File: config.mk
export PLATFORM = sky130hd
export DESIGN_NAME = lsu_mem_port
export DESIGN_NICKNAME = d
export VERILOG_FILES = /design/src/rtl/lsu_mem_pkg.sv /design/src/rtl/lsu_req_reg.sv /design/src/rtl/lsu_inflight_fifo.sv /design/src/rtl/lsu_rsp_stage.sv /design/src/rtl/lsu_mem_port.sv
export SDC_FILE = /design/constraint.sdc
export NUM_CORES = 1
export LEC_CHECK = 0
export BUFFER_PORTS_ARGS = -buffer_cell sky130_fd_sc_hd__buf_4
export CAP_MARGIN = 20
export CELL_PAD_IN_SITES_DETAIL_PLACEMENT = 0
export CELL_PAD_IN_SITES_GLOBAL_PLACEMENT = 1
export CORE_UTILIZATION = 36
export DETAILED_ROUTE_END_ITERATION = 7
export PLACE_DENSITY = 0.88
export SETUP_SLACK_MARGIN = 0.1
export SLEW_MARGIN = 20
export SYNTH_ARGS = -nofsm -noshare
export SYNTH_HDL_FRONTEND = slang
export SYNTH_HIERARCHICAL = 1
export SYNTH_SLANG_ARGS = --single-unit
File: constraint.sdc
create_clock -name clk -period 5.2 [get_ports clk]
set_input_delay 0 -clock clk [delete_from_list [all_inputs] [get_ports clk]]
set_output_delay 0 -clock clk [all_outputs]
set_load 0.005 [all_outputs]
File: src/rtl/lsu_mem_pkg.sv
package lsu_mem_pkg;
  typedef enum logic {
    OP_LOAD  = 1'b0,
    OP_STORE = 1'b1
  } lsu_op_e;
endpackage

File: src/rtl/lsu_req_reg.sv
// Holds one memory request until the memory grants it.
module lsu_req_reg #(
  parameter int ADDR_W = 32,
  parameter int DATA_W = 32,
  parameter int BE_W   = 4,
  parameter int ID_W   = 4
) (
  input  logic              clk,
  input  logic              rst,
  input  logic              load_i,
  input  logic              gnt_i,
  input  logic              store_i,
  input  logic [ADDR_W-1:0] addr_i,
  input  logic [DATA_W-1:0] wdata_i,
  input  logic [BE_W-1:0]   be_i,
  input  logic [ID_W-1:0]   id_i,
  output logic              req_o,
  output logic              we_o,
  output logic [ADDR_W-1:0] addr_o,
  output logic [DATA_W-1:0] wdata_o,
  output logic [BE_W-1:0]   be_o,
  output logic [ID_W-1:0]   id_o
);
  always_ff @(posedge clk) begin
    if (rst) begin
      req_o <= 1'b0;
    end else if (load_i) begin
      req_o <= 1'b1;
    end else if (gnt_i) begin
      req_o <= 1'b0;
    end
  end

  // payload carries no reset: it only matters while req_o is high
  always_ff @(posedge clk) begin
    if (load_i && !rst) begin
      we_o    <= store_i;
      addr_o  <= addr_i;
      wdata_o <= wdata_i;
      be_o    <= be_i;
      id_o    <= id_i;
    end
  end


  hold_stable_chk: assert property (@(posedge clk) disable iff (rst)
    (req_o && !gnt_i) |=> (req_o && $stable(addr_o) && $stable(we_o)
                           && $stable(wdata_o) && $stable(be_o)));
endmodule

File: src/rtl/lsu_inflight_fifo.sv
// In-order queue of granted transactions; storage has no reset so it maps to RAM.
module lsu_inflight_fifo #(
  parameter int W     = 5,
  parameter int DEPTH = 4
) (
  input  logic         clk,
  input  logic         rst,
  input  logic         push_i,
  input  logic [W-1:0] data_i,
  input  logic         pop_i,
  output logic [W-1:0] head_o,
  output logic         empty_o,
  output logic [$clog2(DEPTH+1)-1:0] count_o
);
  localparam int PTR_W = (DEPTH > 1) ? $clog2(DEPTH) : 1;
  localparam int CNT_W = $clog2(DEPTH + 1);
  localparam logic [PTR_W-1:0] LAST_PTR = PTR_W'(DEPTH - 1);
  localparam logic [CNT_W-1:0] FULL_CNT = CNT_W'(DEPTH);

  logic [W-1:0]     store_q [DEPTH];
  logic [PTR_W-1:0] wr_ptr, rd_ptr;
  logic [CNT_W-1:0] cnt_q;

  always_ff @(posedge clk) begin
    if (push_i) store_q[wr_ptr] <= data_i;
  end

  always_ff @(posedge clk) begin
    if (rst) begin
      wr_ptr <= '0;
      rd_ptr <= '0;
      cnt_q  <= '0;
    end else begin
      if (push_i) wr_ptr <= (wr_ptr == LAST_PTR) ? '0 : wr_ptr + 1'b1;
      if (pop_i)  rd_ptr <= (rd_ptr == LAST_PTR) ? '0 : rd_ptr + 1'b1;
      case ({push_i, pop_i})
        2'b10:   cnt_q <= cnt_q + 1'b1;
        2'b01:   cnt_q <= cnt_q - 1'b1;
        default: cnt_q <= cnt_q;
      endcase
    end
  end

  assign head_o  = store_q[rd_ptr];
  assign empty_o = (cnt_q == '0);
  assign count_o = cnt_q;


  no_overflow_chk: assert property (@(posedge clk) disable iff (rst)
    push_i |-> (cnt_q != FULL_CNT));

  no_underflow_chk: assert property (@(posedge clk) disable iff (rst)
    pop_i |-> !empty_o);
endmodule

File: src/rtl/lsu_rsp_stage.sv
// Turns a memory response plus the popped queue entry into registered results.
module lsu_rsp_stage
  import lsu_mem_pkg::*;
#(
  parameter int DATA_W = 32,
  parameter int ID_W   = 4
) (
  input  logic              clk,
  input  logic              rst,
  input  logic              rvalid_i,
  input  logic [DATA_W-1:0] rdata_i,
  input  logic              empty_i,
  input  logic [ID_W:0]     head_i,
  output logic              pop_o,
  output logic              ld_valid_o,
  output logic [DATA_W-1:0] ld_data_o,
  output logic              st_done_o,
  output logic [ID_W-1:0]   rsp_id_o,
  output logic              err_o
);
  lsu_op_e head_op;
  assign head_op = lsu_op_e'(head_i[ID_W]);
  assign pop_o   = rvalid_i && !empty_i;

  always_ff @(posedge clk) begin
    if (rst) begin
      ld_valid_o <= 1'b0;
      ld_data_o  <= '0;
      st_done_o  <= 1'b0;
      rsp_id_o   <= '0;
      err_o      <= 1'b0;
    end else begin
      ld_valid_o <= 1'b0;
      st_done_o  <= 1'b0;
      err_o      <= rvalid_i && empty_i;
      if (pop_o) begin
        rsp_id_o <= head_i[ID_W-1:0];
        if (head_op == OP_STORE) begin
          st_done_o <= 1'b1;
        end else begin
          ld_valid_o <= 1'b1;
          ld_data_o  <= rdata_i;
        end
      end
    end
  end


  rsp_onehot_chk: assert property (@(posedge clk) disable iff (rst)
    $onehot0({ld_valid_o, st_done_o, err_o}));

  store_keeps_data_chk: assert property (@(posedge clk) disable iff (rst)
    st_done_o |-> $stable(ld_data_o));
endmodule

File: src/rtl/lsu_mem_port.sv
module lsu_mem_port #(
  parameter int ADDR_W = 32,
  parameter int DATA_W = 32,
  parameter int ID_W   = 4,
  parameter int DEPTH  = 4
) (
  input  logic                clk,
  input  logic                rst,
  input  logic                in_valid,
  output logic                in_ready,
  input  logic                in_store,
  input  logic [ADDR_W-1:0]   in_addr,
  input  logic [DATA_W-1:0]   in_wdata,
  input  logic [DATA_W/8-1:0] in_be,
  input  logic [ID_W-1:0]     in_id,
  output logic                mem_req,
  input  logic                mem_gnt,
  output logic [ADDR_W-1:0]   mem_addr,
  output logic                mem_we,
  output logic [DATA_W-1:0]   mem_wdata,
  output logic [DATA_W/8-1:0] mem_be,
  input  logic                mem_rvalid,
  input  logic [DATA_W-1:0]   mem_rdata,
  output logic                ld_valid,
  output logic [DATA_W-1:0]   ld_data,
  output logic                st_done,
  output logic [ID_W-1:0]     rsp_id,
  output logic                proto_err
);
  localparam int BE_W  = DATA_W / 8;
  localparam int ENT_W = ID_W + 1;
  localparam int CNT_W = $clog2(DEPTH + 1);
  localparam logic [CNT_W:0]   DEPTH_L  = (CNT_W + 1)'(DEPTH);
  localparam logic [CNT_W-1:0] FULL_CNT = CNT_W'(DEPTH);

  logic             granted, accept, pop, q_empty;
  logic [ID_W-1:0]  req_id;
  logic [ENT_W-1:0] q_head;
  logic [CNT_W-1:0] q_count;
  logic [CNT_W:0]   occupancy;

  assign granted   = mem_req && mem_gnt;
  assign occupancy = {1'b0, q_count} + {{CNT_W{1'b0}}, mem_req};
  assign in_ready  = (!mem_req || mem_gnt) && (occupancy < DEPTH_L);
  assign accept    = in_valid && in_ready;

  lsu_req_reg #(
    .ADDR_W(ADDR_W), .DATA_W(DATA_W), .BE_W(BE_W), .ID_W(ID_W)
  ) i_req (
    .clk(clk), .rst(rst), .load_i(accept), .gnt_i(mem_gnt),
    .store_i(in_store), .addr_i(in_addr), .wdata_i(in_wdata),
    .be_i(in_be), .id_i(in_id),
    .req_o(mem_req), .we_o(mem_we), .addr_o(mem_addr),
    .wdata_o(mem_wdata), .be_o(mem_be), .id_o(req_id)
  );

  lsu_inflight_fifo #(.W(ENT_W), .DEPTH(DEPTH)) i_fifo (
    .clk(clk), .rst(rst),
    .push_i(granted), .data_i({mem_we, req_id}),
    .pop_i(pop), .head_o(q_head), .empty_o(q_empty), .count_o(q_count)
  );

  lsu_rsp_stage #(.DATA_W(DATA_W), .ID_W(ID_W)) i_rsp (
    .clk(clk), .rst(rst),
    .rvalid_i(mem_rvalid), .rdata_i(mem_rdata),
    .empty_i(q_empty), .head_i(q_head), .pop_o(pop),
    .ld_valid_o(ld_valid), .ld_data_o(ld_data), .st_done_o(st_done),
    .rsp_id_o(rsp_id), .err_o(proto_err)
  );


  accept_issue_chk: assert property (@(posedge clk) disable iff (rst)
    accept |=> mem_req);

  req_room_chk: assert property (@(posedge clk) disable iff (rst)
    mem_req |-> (q_count != FULL_CNT));
endmodule

==> impl_metrics.csv <==
group,metric,value,unit
global_routing,met1_usage,22.08,%
floorplanning,placementRows,41,
worst_setup_path,critPathBufInv,1,
global_routing,grt.busiest_layer,"met2",
global_routing,antenna_found_initial,0,
floorplanning,die_x,117.4,um
logic_synthesis,synth_area,4796,um2
status,status,"complete, no violations",
floorplanning,start_util,37.40,%
route,firstDrtPassIters,4,
global_routing,grtUsageMet2,38.02,%
power_and_ir_drop,irDropWorstVdd,0.0002502,V
layout,fillCellCount,881,
timing,fin_crit_sh,50.37,%
worst_setup_path,critPathArrivalTime,2960,ps
worst_hold_path,hold_start,"in_valid",
logic_synthesis,synth_seq_area_share,78.69,%
worst_setup_path,r2r-start,"i_fifo/count_o[0]",
cts,clkLatencyLatePin,420,ps
worst_setup_path,worstPathRequired,5540,ps
global_routing,use_met3,6.080,%
power_and_ir_drop,p_switching,756.9,uW
worst_hold_path,hp-class,"input port to flop",
route,dr_total_vias,3821,
power_and_ir_drop,p_per_area,368.4,nW/um2
placement,gp_congestion,0.7801,
logic_synthesis,yosysUniqueCellTypes,27,
global_routing,grt_pass1_wl,21.56,mm
power_and_ir_drop,p_seq_share,44.6,%
timing,finalMaxSlewViolations,0,
layout,drive_gt1_share,39.10,%
worst_setup_path,critPathLaunch,"i_fifo/count_o[0]",
logic_synthesis,async_flop_share,0,%
cts,root_buffer,"clkbuf_16",
worst_setup_path,crit_path_top_delay_cell,"nor2b_1",
timing,rsz0062_at_grt,"no",
floorplanning,io_pins,220,
logic_synthesis,synth_edf_count,93,
timing,layout_min_cycle_time,2619,ps
layout,antenna_cells,0,
cts,tritoncts,"yes",
route,ant_nets,0,
route,wirelength,14.24,mm
placement,hpwl,8.008,mm
power_and_ir_drop,p_leak,0.003343,uW
timing,hold_viol,0,
logic_synthesis,syn_avg_cell_area,15.08,um2
cts,clk_path_buf_depth,2,
route,first_iter_violations,179,
logic_synthesis,ys_seq_elements,142,
timing,finClkSkew,15.56,ps
timing,worst_slew_pin_slew,1047,ps
logic_synthesis,synthCells,318,
route,via_per_inst,4.565,
placement,place_inst,697,
worst_setup_path,cp_max_fo,10,
timing,max_freq,381.8,MHz
power_and_ir_drop,p_sw_share,24.87,%
cts,clk_pin_slew,60,ps
logic_synthesis,yosysWarnings,6,
cts,clock_sinks,142,
worst_setup_path,cp-end-kind,"flop",
worst_setup_path,crit_path_start_kind,"flop",
flow_run,cap_violations,0,
power_and_ir_drop,clockPowerShare,39.5,%
layout,fin_cells,837,
global_routing,grt_max_degree,49,
floorplanning,core,12820,um2
worst_setup_path,max_stage_delay,650,ps
worst_setup_path,crit_type,"flop to flop",
floorplanning,dieArea,13790,um2
worst_setup_path,crit_chain,"nor3_1, nor2b_1, ha_1, inv_1, fa_1, xor2_1, or3_1, a21oi_1",
logic_synthesis,ys.flop_type,"edfxtp_1",
global_routing,grt_pass1_vias,4090,
layout,nets,769,
worst_setup_path,critPathTopFamily,"simple AND/OR/NAND/NOR gates",
placement,io_buffers,219,
route,drcViolationCount,0,
logic_synthesis,syn_nets,435,
cts,htree_levels,4,
timing,setup-tns-final,0,ps
global_routing,grt_usage,20.90,%
power_and_ir_drop,combPwrFrac,15.9,%
timing,setup_viol,0,
layout,area_growth,72.27,%
global_routing,grt.overflow.total,0,
route,wire_per_inst,17.01,um
cts,cts_buffers,17,
floorplanning,die_h,117.4,um
power_and_ir_drop,p_int,2286,uW
timing,slew_headroom,30.22,%
cts,post_cts_resized,0,
cts,post_cts_buffers,0,
==> metrics by stage <==
| step | utilization, % | worst slack [ps] | instance area, um2 | power, uW | hold WS, ps |
|---|---|---|---|---|---|
| global placement | 51.40 | 2714 | 6591 | 1767 | 178.2 |
| global route | 64.42 | 2420 | 8262 | 3170 | 27.41 |
| floorplan | - | 918.6 | 4796 | 1579 | 62.44 |
| CTS | 64.33 | 2579 | 8250 | 3044 | 6.492 |
| detailed placement | 51.40 | 2582 | 6591 | 1785 | 179.3 |
| finish | 64.42 | 2581 | 8262 | 3043 | 17.64 |
==> worst reg2reg max path, cell delays in order (launching register included) <==
cell and delay [ps]:
dfxtp_1 400, nor3_1 140, nor2b_1 650, ha_1 320, inv_1 70, fa_1 370, xor2_1 160, or3_1 300
a21oi_1 140
==> power groups by stage <==
| stage | Clock [uW] | Sequential [uW] | Combinational, uW |
|---|---|---|---|
| floorplan | 0 | 1370 | 204 |
| global placement | 0 | 1370 | 396 |
| detailed placement | 0 | 1380 | 409 |
| CTS | 1220 | 1350 | 474 |
| global route | 1280 | 1370 | 521 |
| finish | 1200 | 1360 | 483 |
==> cell families after synthesis <==
family / Yosys count / share of synthesized area (%)
compound gates: 41 / 4.461
xor+xnor: 2 / 0.3653
fa+ha+maj: 7 / 1.983
buf+inv: 21 / 2.400
flops: 142 / 78.69
mux: 11 / 3.600
simple gates: 94 / 8.505
==> cells in the final DEF, fill, tap and decap left out, drive strengths merged <==
cell type / instances
buf: 221
or3: 1
dlygate4sd3: 107
clkinv: 4
nor2b: 1
a21bo: 1
nor3b: 4
inv: 13
nor3: 1
and2: 5
or3b: 1
nor2: 13
xor2: 2
edfxtp: 93
ha: 6
dfxtp: 49
clkinvlp: 3
a21oi: 39
bufinv: 2
mux2i: 6
o21ai: 1
and3b: 1
fa: 1
clkbuf: 18
nand2b: 2
nand2: 65
mux4: 5
==> flip-flops by register name, summed over array words and instances, names as in the netlist, named ones only <==
signal	cells
i_fifo/count_o	3
i_fifo/rd_ptr	2
i_fifo/store_q	20
i_fifo/wr_ptr	2
i_req/addr_o	32
i_req/be_o	4
i_req/id_o	4
i_req/req_o	1
i_req/wdata_o	32
i_req/we_o	1
i_rsp/err_o	1
i_rsp/ld_data_o	32
i_rsp/ld_valid_o	1
i_rsp/rsp_id_o	4
i_rsp/st_done_o	1
==> area by class of cell <==
cell class                      count  area [um2]  area share, %
Timing Repair Buffer              328        2734          33.09
Inverter                            8       30.03         0.3635
Multi-Input combinational cell    155       920.9          11.15
Tap cell                          172       215.2          2.605
Clock inverter                     14       158.9          1.923
Sequential cell                   142        3774          45.68
Clock buffer                       18       429.2          5.195
==> cell usage after synthesis (all sizes together) (2+ instances only) <==
library cell,instances,share of area (%)
ha,6,1.6
mux2i,6,1.3
clkbuf,4,0.31
buf,9,1.5
nor3b,4,0.73
nand2,65,5.1
dfxtp,49,20
mux4,5,2.3
nand2b,2,0.26
inv,8,0.63
nor2,13,1.0
and2,5,0.68
a21oi,39,4.1
xor2,2,0.37
edfxtp,93,58
==> path summary, 6_finish.rpt <==
| kind | to | slack (ps) | cells after the start |
|---|---|---|---|
| worst max-delay path | i_fifo/count_o[2] | 2580 | 8 |
| worst min-delay path | i_req/req_o | 20 | 5 |
| worst max register to register | i_fifo/count_o[2] | 2580 | 8 |
| worst min register to register | i_rsp/ld_data_o[20] | 460 | 2 |
==> what timing repair did <==
item | in CTS | in global routing
hold buffers | 107 | 0
setup endpoints to repair | 0 | 0
endpoints found under the hold margin | 107 | 0
==> routing by layer <==
| layer | vias up | routed length [um] |
|---|---|---|
| li1 | 1792 | - |
| met1 | 1818 | 5456 |
| met2 | 192 | 7565 |
| met3 | 19 | 919 |
| met4 | 0 | 295 |
| met5 | - | 0 |
(Power assumes the default switching activity.)
